### src/rtl/wdog_pkg.sv
package wdog_pkg;
  localparam logic [7:0] OFF_STAT  = 8'h00;
  localparam logic [7:0] OFF_CTRL  = 8'h20;
  localparam logic [7:0] OFF_LOAD  = 8'h24;
  localparam logic [7:0] OFF_COUNT = 8'h28;

  localparam int BIT_EN      = 7;
  localparam int BIT_RESTART = 9;
  localparam int BIT_EXPIRED = 0;
  localparam int RATIO_LSB   = 16;
endpackage

### src/rtl/wdog_prescaler.sv
module wdog_prescaler #(
  parameter int PRE_W = 16
) (
  input  logic             clk,
  input  logic             rst,
  input  logic             en,
  input  logic             clr,
  input  logic             ref_tick,
  input  logic [PRE_W-1:0] ratio,
  output logic             tick
);
  logic [PRE_W-1:0] phase_q;
  logic             wrap;

  // ratio 0 and 1 both wrap on every strobe
  assign wrap = ({1'b0, phase_q} + (PRE_W+1)'(1)) >= {1'b0, ratio};
  assign tick = en && ref_tick && !clr && wrap;

  always_ff @(posedge clk) begin
    if (rst || clr) begin
      phase_q <= '0;
    end else if (en && ref_tick) begin
      phase_q <= wrap ? '0 : phase_q + PRE_W'(1);
    end
  end
endmodule

### src/rtl/wdog_down_counter.sv
module wdog_down_counter #(
  parameter int CNT_W = 32
) (
  input  logic             clk,
  input  logic             rst,
  input  logic             en,
  input  logic             restart,
  input  logic             tick,
  input  logic [CNT_W-1:0] load_val,
  output logic [CNT_W-1:0] count,
  output logic             load_evt,
  output logic             expire
);
  logic en_prev_q;

  assign load_evt = restart || (en && !en_prev_q) || (en && count == '0);
  assign expire   = en && tick && !load_evt && count == CNT_W'(1);

  always_ff @(posedge clk) begin
    if (rst) begin
      en_prev_q <= 1'b0;
      count     <= '0;
    end else begin
      en_prev_q <= en;
      if (load_evt) begin
        count <= load_val;
      end else if (en && tick && count != '0) begin
        count <= count - CNT_W'(1);
      end
    end
  end
endmodule

### src/rtl/wdog_pulse_stretch.sv
module wdog_pulse_stretch #(
  parameter int LEN = 16
) (
  input  logic clk,
  input  logic rst,
  input  logic trig,
  output logic pulse_q
);
  localparam int CW = $clog2(LEN + 1);
  logic [CW-1:0] left_q;

  always_ff @(posedge clk) begin
    if (rst) begin
      left_q  <= '0;
      pulse_q <= 1'b0;
    end else begin
      pulse_q <= trig || (left_q > CW'(1));
      if (trig) begin
        left_q <= CW'(LEN);
      end else if (left_q != '0) begin
        left_q <= left_q - CW'(1);
      end
    end
  end
endmodule

### src/rtl/wdog_timer.sv
module wdog_timer
  import wdog_pkg::*;
#(
  parameter int ADDR_W     = 8,
  parameter int CNT_W      = 32,
  parameter int PRE_W      = 16,
  parameter int RST_CYCLES = 16
) (
  input  logic              clk,
  input  logic              rst,
  input  logic              ref_tick,
  input  logic [ADDR_W-1:0] bus_addr,
  input  logic              bus_we,
  input  logic [31:0]       bus_wdata,
  output logic [31:0]       bus_rdata,
  output logic              wdt_rst_out
);
  logic             en_q;
  logic [PRE_W-1:0] ratio_q;
  logic [CNT_W-1:0] load_q;
  logic             expired_q;

  logic wr_stat, wr_ctrl, wr_load;
  logic restart, flag_clr;
  logic tick, load_evt, expire;
  logic [CNT_W-1:0] count;

  assign wr_stat  = bus_we && bus_addr == ADDR_W'(OFF_STAT);
  assign wr_ctrl  = bus_we && bus_addr == ADDR_W'(OFF_CTRL);
  assign wr_load  = bus_we && bus_addr == ADDR_W'(OFF_LOAD);
  assign restart  = wr_stat && bus_wdata[BIT_RESTART];
  assign flag_clr = wr_stat && bus_wdata[BIT_EXPIRED];

  always_ff @(posedge clk) begin
    if (rst) begin
      en_q      <= 1'b0;
      ratio_q   <= '0;
      load_q    <= '0;
      expired_q <= 1'b0;
    end else begin
      if (wr_ctrl) begin
        en_q    <= bus_wdata[BIT_EN];
        ratio_q <= bus_wdata[RATIO_LSB +: PRE_W];
      end
      if (wr_load) begin
        load_q <= bus_wdata[CNT_W-1:0];
      end
      if (expire) begin
        expired_q <= 1'b1;
      end else if (flag_clr) begin
        expired_q <= 1'b0;
      end
    end
  end

  wdog_prescaler #(.PRE_W(PRE_W)) u_pre (
    .clk     (clk),
    .rst     (rst),
    .en      (en_q),
    .clr     (load_evt),
    .ref_tick(ref_tick),
    .ratio   (ratio_q),
    .tick    (tick)
  );

  wdog_down_counter #(.CNT_W(CNT_W)) u_cnt (
    .clk     (clk),
    .rst     (rst),
    .en      (en_q),
    .restart (restart),
    .tick    (tick),
    .load_val(load_q),
    .count   (count),
    .load_evt(load_evt),
    .expire  (expire)
  );

  wdog_pulse_stretch #(.LEN(RST_CYCLES)) u_rst (
    .clk    (clk),
    .rst    (rst),
    .trig   (expire),
    .pulse_q(wdt_rst_out)
  );

  always_ff @(posedge clk) begin
    if (rst) begin
      bus_rdata <= '0;
    end else begin
      bus_rdata <= '0;
      if (bus_addr == ADDR_W'(OFF_STAT)) begin
        bus_rdata[BIT_EXPIRED] <= expired_q;
      end else if (bus_addr == ADDR_W'(OFF_CTRL)) begin
        bus_rdata[RATIO_LSB +: PRE_W] <= ratio_q;
        bus_rdata[BIT_EN]             <= en_q;
      end else if (bus_addr == ADDR_W'(OFF_LOAD)) begin
        bus_rdata[CNT_W-1:0] <= load_q;
      end else if (bus_addr == ADDR_W'(OFF_COUNT)) begin
        bus_rdata[CNT_W-1:0] <= count;
      end
    end
  end
endmodule

### config.mk
export PLATFORM = sky130hd
export DESIGN_NAME = wdog_timer
export DESIGN_NICKNAME = d
export VERILOG_FILES = /design/src/rtl/wdog_pkg.sv /design/src/rtl/wdog_prescaler.sv /design/src/rtl/wdog_down_counter.sv /design/src/rtl/wdog_pulse_stretch.sv /design/src/rtl/wdog_timer.sv
export SDC_FILE = /design/constraint.sdc
export NUM_CORES = 1
export LEC_CHECK = 0
export BUFFER_PORTS_ARGS = -buffer_cell sky130_fd_sc_hd__buf_2
export CAP_MARGIN = 20
export CORE_MARGIN = 2
export CORE_UTILIZATION = 45
export CTS_CLUSTER_SIZE = 14
export DETAILED_ROUTE_END_ITERATION = 7
export RECOVER_POWER = 25
export SYNTH_ARGS = -nofsm -noshare
export SYNTH_HDL_FRONTEND = slang
export SYNTH_HIERARCHICAL = 1
export SYNTH_SLANG_ARGS = --single-unit
export TNS_END_PERCENT = 5
### constraint.sdc
create_clock -name clk -period 6 [get_ports clk]
set_input_delay 1.2 -clock clk [delete_from_list [all_inputs] [get_ports clk]]
set_output_delay 1.2 -clock clk [all_outputs]
set_load 0.005 [all_outputs]
# [Yosys cells after proc, flatten, opt, wreduce, memory -nomap -nowiden]
# Cells that the tools add are included.
# Widths: inputs -> output; s select.
[totals] ff_bits=137 input_bits=44 wordCells=66 out_inout_bits=33
[op_classes] n_mux=13 n_addsub=4 order_cmp=2 n_eq_ne=4 reduce_logical=30
[op_table] operator="$mux 32" n=4
[op_table] operator="$eq 32x1->1 const B" n=1
[op_table] operator="$logic_not 32->1" n=1
[op_table] operator="$mux 16" n=2
[op_table] operator="$reduce_bool 32->1" n=1
[op_table] operator="$sub 32x1->32 const B" n=1
[op_table] operator="$eq 8x6->1 const B" n=3
[op_table] operator="$add 16x1->17 const B" n=1
[op_table] operator="$ge 17x16->1" n=1
[op_table] operator="$add 16x1->16 const B" n=1
[op_table] operator="$logic_and 1x1->1" n=14
[op_table] operator="$mux 5" n=2
[op_table] operator="$logic_not 8->1" n=1
[op_table] operator="$reduce_bool 2->1" n=3
[op_table] operator="$gt 5x1->1 const B" n=1
[op_table] operator="$mux 1" n=5
[op_table] operator="$reduce_bool 5->1" n=1
[op_table] operator="$sub 5x1->5 const B" n=1
[op_table] operator="$logic_or 1x1->1" n=4
[op_table] operator="$reduce_or 2->1" n=2
[op_table] operator="$reduce_or 3->1" n=1
[op_table] operator="$logic_not 1->1" n=2

# [Logic depth before layout (Yosys ltp)]
# Gate-level depths: netlist of the first run.
[logic_depth] word_depth=12 ltp_mapped=20 ltp_nobuf=18

# [Cells and area by module]
# Netlist of the first run, hierarchy kept.
[modules_own_cells] module="wdog_timer" area_each_um2=3537.1 cells_each=383 seq_area_each_um2=1641.6 n_inst=1
[modules_own_cells] module="wdog_down_counter" area_each_um2=2052.0 cells_each=234 seq_area_each_um2=660.6 n_inst=1
[modules_own_cells] module="wdog_prescaler" area_each_um2=1421.4 cells_each=170 seq_area_each_um2=320.3 n_inst=1
[modules_own_cells] module="wdog_pulse_stretch" area_each_um2=281.5 cells_each=27 seq_area_each_um2=120.1 n_inst=1

# [Worst setup path after synthesis of the first run]
# Ideal clock, no wire load.
[synth_path] path_kind="reg2reg" from="register u_pre.phase_q[0]" to="register u_cnt.count[25]" arrival_time_ns=4.418 path_stages_with_launch=19 required_ns=5.911 setup_slack_ns=1.493 path_buffers=2 setup_ns=0.089 synth_period_minus_slack_ns=4.507 path_cell_list="dfxtp_1 ha_1 nand3_2 or2_1 nor3_1 xor2_1 ha_1 nand3_1 nor4_1 clkbuf_2 nor2_1 nor3_1 nand2_1 or4_1 clkbuf_1 nor3_1 nand3b_1 or3_1 a311oi_2"
[synth_via] elab_chain_len=6
[synth_lines] item="start: declaration" line_no="wdog_prescaler.sv:12" source="logic [PRE_W-1:0] phase_q;"
[synth_lines] item="start signal: assignment" line_no="wdog_prescaler.sv:23" source="phase_q <= wrap ? '0 : phase_q + PRE_W'(1);"
[synth_lines] item="$add 16x1->17" line_no="wdog_prescaler.sv:16" source="assign wrap = ({1'b0, phase_q} + (PRE_W+1)'(1)) >= {1'b0, ratio};"
[synth_lines] item="$ge 17x16->1" line_no="wdog_prescaler.sv:16"
[synth_lines] item="$logic_and 1x1->1" line_no="wdog_prescaler.sv:17" source="assign tick = en && ref_tick && !clr && wrap;"
[synth_lines] item="net tick" line_no="wdog_timer.sv:25" source="logic tick, load_evt, expire;"
[synth_lines] item="$logic_and 1x1->1 (2 in series)" line_no="wdog_down_counter.sv:27" source="end else if (en && tick && count != '0) begin"
[synth_lines] item="$reduce_bool 2->1 (no line)"
[synth_lines] item="end signal: assignment" line_no="wdog_down_counter.sv:26" source="count <= load_val;"
[synth_lines] item="end signal: assignment" line_no="wdog_down_counter.sv:28" source="count <= count - CNT_W'(1);"
[synth_lines] item="end: declaration" line_no="wdog_down_counter.sv:10" source="output logic [CNT_W-1:0] count,"
# The timed path passes the listed nets, and every way through them passes these cells.
# A chain may end at the register's enable or synchronous reset.

# [Worst setup path in the final report of the first run]
[layout_path] from="input rst" to="register u_pre.phase_q[0]"
[layout_via] elab_chain_len=1
[layout_lines] item="start: declaration" line_no="wdog_timer.sv:10" source="input logic rst,"
[layout_lines] item="$logic_or 1x1->1" line_no="wdog_prescaler.sv:20" source="if (rst || clr) begin"
# Every way passes these cells.

==> summary.txt, run 1 <==
Number of synthesized register bits = 137
Cell taking the most area after synthesis = dfxtp_1
Pwr/cell area = 259 nW/um2
Post-CTS Setup Bufs = 0
Most common cell after layout, fill and taps aside = dfxtp_1
Min-delay worst type = register to register
Worst skew pair latency = 0.43 ns
Routed Antenna Nets = 0
FF-to-FF End = u_cnt/count[25]
WL/cell = 18.3 um
Most used DFF post-synth = dfxtp_1
Final min period = 5.22 ns
Hold Path Stages = 2
Synth cell types = 70
First-pass GRT wire length = 32,400 um
Initial Util = 45.9%
Synth area leaders = dfxtp_1 (38%), a211oi_2 (4.8%), mux2i_1 (4.7%), nand2_1 (4.4%), ha_1 (3.6%)
CP max FO = 58
Pin count of the biggest net entering global routing = 69
Asr flop ratio synth = 0%
Vias per cell = 5.81
Row count = 46
Worst path required time = 6.32 ns
Root Buffer = clkbuf_16
Max Root-Sink Buffers = 2
Final nets = 930
Post-detail-place hpwl = 13,900 um
Number of global-route vias before repair = 6,053
Cts hold-fix bufs = 0
Hold Slack = 0.476 ns
Antenna cells = 0
Placed instance area = 7740 um2
Total grt overflow = 0
Final hold violations = 0
R2R cell count = 16
CP Data Arrival Time = 5.54 ns
RSZ-0062 raised after global routing = false
Initial detailed-routing violation count = 437
Post-layout instance area = 8280 um2
Lkg Pwr = 3.26 nW
Die area = 17,200 um2
Storage element area = 2740 um2
Crit start category = input port
Worst slew pin tran = 3.73 ns
Post-CTS Resized = 0
EDFF count, synth = 0
Share of layout cells above drive strength 1 = 20.4%
DRC = 0
FMAX = 192 MHz
CTS tree = done
Final worst-path cycle share = 87.0%
CTS clk-pin slew, worst paths = 0.06 ns
Worst hold path startpoint = load_q[18]
Peak supply drop = 200 uV
Slew Limit Headroom = -149%
Max-Cap Viols = 2
Synth top area share = 37.6%
Initial antenna violation count = 0
Setup TNS = 0 ns
Hold Path End = load_q[18]
Die extent in x = 131 um
Gpl congestion = 0.907
Post-Syn Instances = 814
Seq/Total Area, Yosys = 37.6%
Average size of a mapped cell = 8.96 um2
Final setup fails = 0
Reg-to-reg setup timing slack = 0.87 ns
Io pins = 77
Failing checks = capacitance limit, slew limit
1st-pass router iterations = 7
Setup WS pre-CTS = 1.01 ns
Post-Route WL = 20,000 um
Setup CP Type = input port to register
CTS Buf Count = 17
Fillers = 1,514
Multi-input gate area = 4090 um2
Vias after detailed routing = 6,347
Final Skew = 0.00669 ns
Die Ht = 131 um
Mapped Area = 7290 um2
Crit. End Element = register
RR Startpoint = u_pre/phase_q[0]
Port bufs = 76
Status = finished with violations
Most frequent cells in the layout = dfxtp_1 (137), nand2_1 (86), buf_2 (61)
H-tree depth = 4
Synthesized Nets = 879
Slew Limit Fails = 74
Total track usage = 23.3%
Layout area overhead = 13.6%
Total core area = 15,900 um2
Clock sinks = 137
Yosys warnings = 6
Setup ws final = 0.779 ns
==> layer usage <==
layer	track usage (%)	vias up	wire length, um
met5	0	-	0
met4	7.25	0	371
met3	4.48	25	1040
met2	36.1	188	9050
met1	32.7	3064	9510
li1	-	3070	-
==> cell type report <==
cell class                      count  share of cell area, %
Tap cell                          216                   3.26
Multi-Input combinational cell    580                   49.4
Clock buffer                       20                   5.39
Sequential cell                   137                   33.1
Clock inverter                     11                   1.51
Timing Repair Buffer               87                   5.36
Inverter                           42                   1.92
==> where the power goes <==
part / internal [mW] / total [mW] / switching (mW)
clock network: 0.619 / 1.02 / 0.404
logic: 0.0742 / 0.181 / 0.107
registers: 0.925 / 0.940 / 0.0146
==> synthesized netlist by cell type, types with 16 or more instances <==
cell,instances
a211oi_2,28
nor2_1,56
a21oi_1,27
nor3_1,19
dfxtp_1,137
nand2_1,86
nand3_1,34
inv_1,39
xnor2_1,28
clkbuf_1,19
buf_2,18
nor2b_1,20
a211oi_1,27
nor4_1,16
ha_1,21
nand4_1,22
o22ai_1,17
mux2i_1,34
==> kinds of logic (layout without fill, tap and decap cells) <==
logic type      count (synthesis)  count (layout)  share of synthesized area [%]
compound gates                169             169                           19.6
xor+xnor                       41              41                           4.92
fa+ha+maj                      21              21                           3.60
buf+inv                        97             160                           6.28
flops                         137             137                           37.6
mux                            36              36                           4.98
simple gates                  313             313                           23.0
==> registers in the layout, indices dropped and copies added (netlist names) <==
| register | cells |
|---|---|
| u_pre/phase_q | 16 |
| en_q | 1 |
| u_rst/left_q | 5 |
| u_cnt/en_prev_q | 1 |
| u_cnt/count | 32 |
| load_q | 32 |
| u_rst/pulse_q | 1 |
| ratio_q | 16 |
| bus_rdata | 32 |
| expired_q | 1 |
==> how the worst max path moves through the flow <==
stage                                 from          endpoint  slack [ns]  depth (start not counted)
final                                  rst  u_pre/phase_q[0]        0.78                          6
after global routing      u_pre/phase_q[0]   u_cnt/count[25]        0.45                         16
after CTS                 u_pre/phase_q[0]   u_cnt/count[25]        0.97                         16
after detailed placement  u_pre/phase_q[0]   u_cnt/count[25]        1.01                         16
after global placement    u_pre/phase_q[0]   u_cnt/count[25]        1.16                         16
after floorplan           u_pre/phase_q[0]   u_cnt/count[25]        1.49                         18
==> stage by stage <==
| step | utilization [%] | power (mW) | cells |
|---|---|---|---|
| 4_1_cts | 52.3 | 2.16 | 1092 |
| 3_5_place_dp | 48.7 | 1.14 | 1061 |
| 6_report | 52.1 | 2.14 | 1093 |
| 3_3_place_gp | 48.7 | 1.13 | 1061 |
| 5_1_grt | 52.1 | 2.21 | 1093 |
| 2_1_floorplan | - | 1.09 | 814 |
==> worst max-delay path, cell delays in order <==
cell      delay (ns)
buf_2           0.09
clkbuf_1        2.61
nor2_2          0.52
nand3_1         0.59
nor3_2          0.17
mux2_2          0.31
No activity file was read; power rests on OpenSTA's default activity.
==> run 2, diff against run 1 <==
--- a/config.mk
+++ b/config.mk
@@ -7,10 +7,13 @@
 export LEC_CHECK = 0
 export BUFFER_PORTS_ARGS = -buffer_cell sky130_fd_sc_hd__buf_2
 export CAP_MARGIN = 20
+export CELL_PAD_IN_SITES_DETAIL_PLACEMENT = 0
+export CELL_PAD_IN_SITES_GLOBAL_PLACEMENT = 1
 export CORE_MARGIN = 2
 export CORE_UTILIZATION = 45
 export CTS_CLUSTER_SIZE = 14
 export DETAILED_ROUTE_END_ITERATION = 7
+export PLACE_DENSITY_LB_ADDON = 0.1
 export RECOVER_POWER = 25
 export SYNTH_ARGS = -nofsm -noshare
 export SYNTH_HDL_FRONTEND = slang
==> run 2 against run 1 <==
Compared with the run above:
- the run still ends with capacitance limit, slew limit left
- first-iteration DRC count is 3.0% higher
- die area unchanged
- hold slack gained 0.0033 ns
- combinational power hardly changed
- non-clock buffer count grew 2
- clock power is 17% higher
- clock skew increased by 0.0020 ns
- critical path type unchanged
- largest power group unchanged
==> summary.txt, run 2 (synthesized netlist as in run 1, its figures left out) <==
Initial Util = 45.9% (unchanged)
Lkg Pwr = 3.27 nW (was 3.26 nW)
Final Util = 52.8% (was 52.1%)
Setup crit end = bus_rdata[1] (was u_pre/phase_q[0])
CP Data Arrival Time = 5.48 ns (was 5.54 ns)
Vias per cell = 5.67 (was 5.81)
Worst slew pin tran = 3.64 ns (was 3.73 ns)
Row count = 46 (unchanged)
DRC = 0 (unchanged)
Io pins = 77 (unchanged)
Min-delay worst type = register to register (unchanged)
Biggest regs = bus_rdata x32, load_q x32, u_cnt/count x32 (unchanged)
Final min period = 5.23 ns (was 5.22 ns)
Clock sinks = 137 (unchanged)
Final worst-path cycle share = 87.2% (was 87.0%)
Crit start category = input port (unchanged)
Peak supply drop = 201 uV (was 200 uV)
Final setup fails = 0 (unchanged)
Layout area overhead = 15.1% (was 13.6%)
Final nets = 932 (was 930)
1st-pass router iterations = 5 (was 7)
Root Buffer = clkbuf_16 (unchanged)
Final hold violations = 0 (unchanged)
Post-detail-place hpwl = 14,900 um (was 13,900 um)
CTS tree = done (unchanged)
R2R cell count = 16 (unchanged)
Die extent in x = 131 um (unchanged)
First-pass GRT wire length = 34,700 um (was 32,400 um)
Setup CP Type = input port to register (unchanged)
Slew Limit Headroom = -143% (was -149%)
FF-to-FF End = u_cnt/count[25] (unchanged)
Most common cell after layout, fill and taps aside = dfxtp_1 (unchanged)
Failing checks = capacitance limit, slew limit (unchanged)
Port bufs = 76 (unchanged)
Number of global-route vias before repair = 6,269 (was 6,053)
RR Startpoint = u_pre/phase_q[0] (unchanged)
Antenna cells = 0 (unchanged)
Die Ht = 131 um (unchanged)
RSZ-0062 raised after global routing = false (unchanged)
CTS clk-pin slew, worst paths = 0.06 ns (about the same)
Total core area = 15,900 um2 (unchanged)
Max Root-Sink Buffers = 2 (unchanged)
Total track usage = 25.3% (was 23.3%)
WL/cell = 19.3 um (was 18.3 um)
Setup TNS = 0 ns (unchanged)
Cts hold-fix bufs = 0 (unchanged)
Routed Antenna Nets = 0 (unchanged)
Vias after detailed routing = 6,212 (was 6,347)
Reg-to-reg setup timing slack = 0.96 ns (was 0.87 ns)
Post-Route WL = 21,100 um (was 20,000 um)
Initial antenna violation count = 0 (unchanged)
Most frequent cells in the layout = dfxtp_1 (137), nand2_1 (86), nor2_1 (56) (was dfxtp_1 (137), nand2_1 (86), buf_2 (61))
FMAX = 191 MHz (was 192 MHz)
Status = finished with violations (unchanged)
Non-Filler Instances = 1,096 (was 1,093)
Die area = 17,200 um2 (unchanged)
Worst skew pair latency = 0.42 ns (was 0.43 ns)
Gpl congestion = 0.864 (was 0.907)
Max-Cap Viols = 1 (was 2)
Total grt overflow = 0 (unchanged)
Pwr/cell area = 276 nW/um2 (was 259 nW/um2)
Pin count of the biggest net entering global routing = 68 (was 69)
Slew Limit Fails = 60 (was 74)
Final Skew = 0.00870 ns (was 0.00669 ns)
Post-CTS Resized = 0 (unchanged)
Crit. End Element = register (unchanged)
Initial detailed-routing violation count = 450 (was 437)
Share of layout cells above drive strength 1 = 19.7% (was 20.4%)
CTS Buf Count = 17 (unchanged)
CP max FO = 67 (was 58)
Pwr Total = 2.32 mW (was 2.14 mW)
Post-CTS Setup Bufs = 0 (unchanged)
Inst Count DP = 1,063 (was 1,061)
H-tree depth = 4 (unchanged)
CP startpoint = rst (unchanged)
Worst path required time = 6.24 ns (was 6.32 ns)
[run 2: changes by cell type in the layout (fill, tap and decap cells not counted), moves of 3 or more]
cell and delta:
clkbuf_1 +11, buf_2 -11, bufinv_16 +4, clkinv_4 -3
[run 2: per-stage QoR]
step                      cell area, um2  hold slack, ns  worst slack, ns
after floorplan                     7290           0.448             1.49
after global placement              7760           0.464             1.17
after detailed placement            7760           0.469             1.01
after CTS                           8430           0.480            0.995
after global routing                8390           0.501            0.375
final                               8390           0.479            0.765
[run 2: critical path, cell delays in order]
cell and delay [ns]:
buf_2 0.07, clkbuf_1 2.54, inv_2 0.08, clkbuf_2 0.88
o41ai_2 0.55, a21oi_1 0.10
[run 2: area by class of cell]
cell class                 count  area [um2]
clock buffer                  20         447
fill                        1549        7490
tap                          216         270
sequential                   137        2740
clock inverter                12         220
timing repair buffer          89         447
inverter                      42         159
multi-input combinational    580        4110
[run 2: worst min path at each step]
stage	slack, ns	depth (start not counted)	to	from
2_1_floorplan	0.45	2	ratio_q[11]	ratio_q[11]
3_3_place_gp	0.46	2	ratio_q[14]	ratio_q[14]
3_5_place_dp	0.47	2	load_q[26]	load_q[26]
4_1_cts	0.48	2	ratio_q[14]	ratio_q[14]
5_1_grt	0.50	2	ratio_q[14]	ratio_q[14]
6_report	0.48	2	load_q[19]	load_q[19]
[run 2: power by group]
group,switching (mW),internal (mW)
Clock,0.404,0.790
Combinational,0.107,0.0746
Sequential,0.0151,0.925
Total,0.526,1.79
[run 2: per-layer routing]
layer  GRT usage [%]  wire, um  vias up
li1                -         -     3068
met1            33.2      9680     2964
met2            42.2     10300      157
met3            4.82       797       23
met4            8.15       388        0
met5               0         0        -
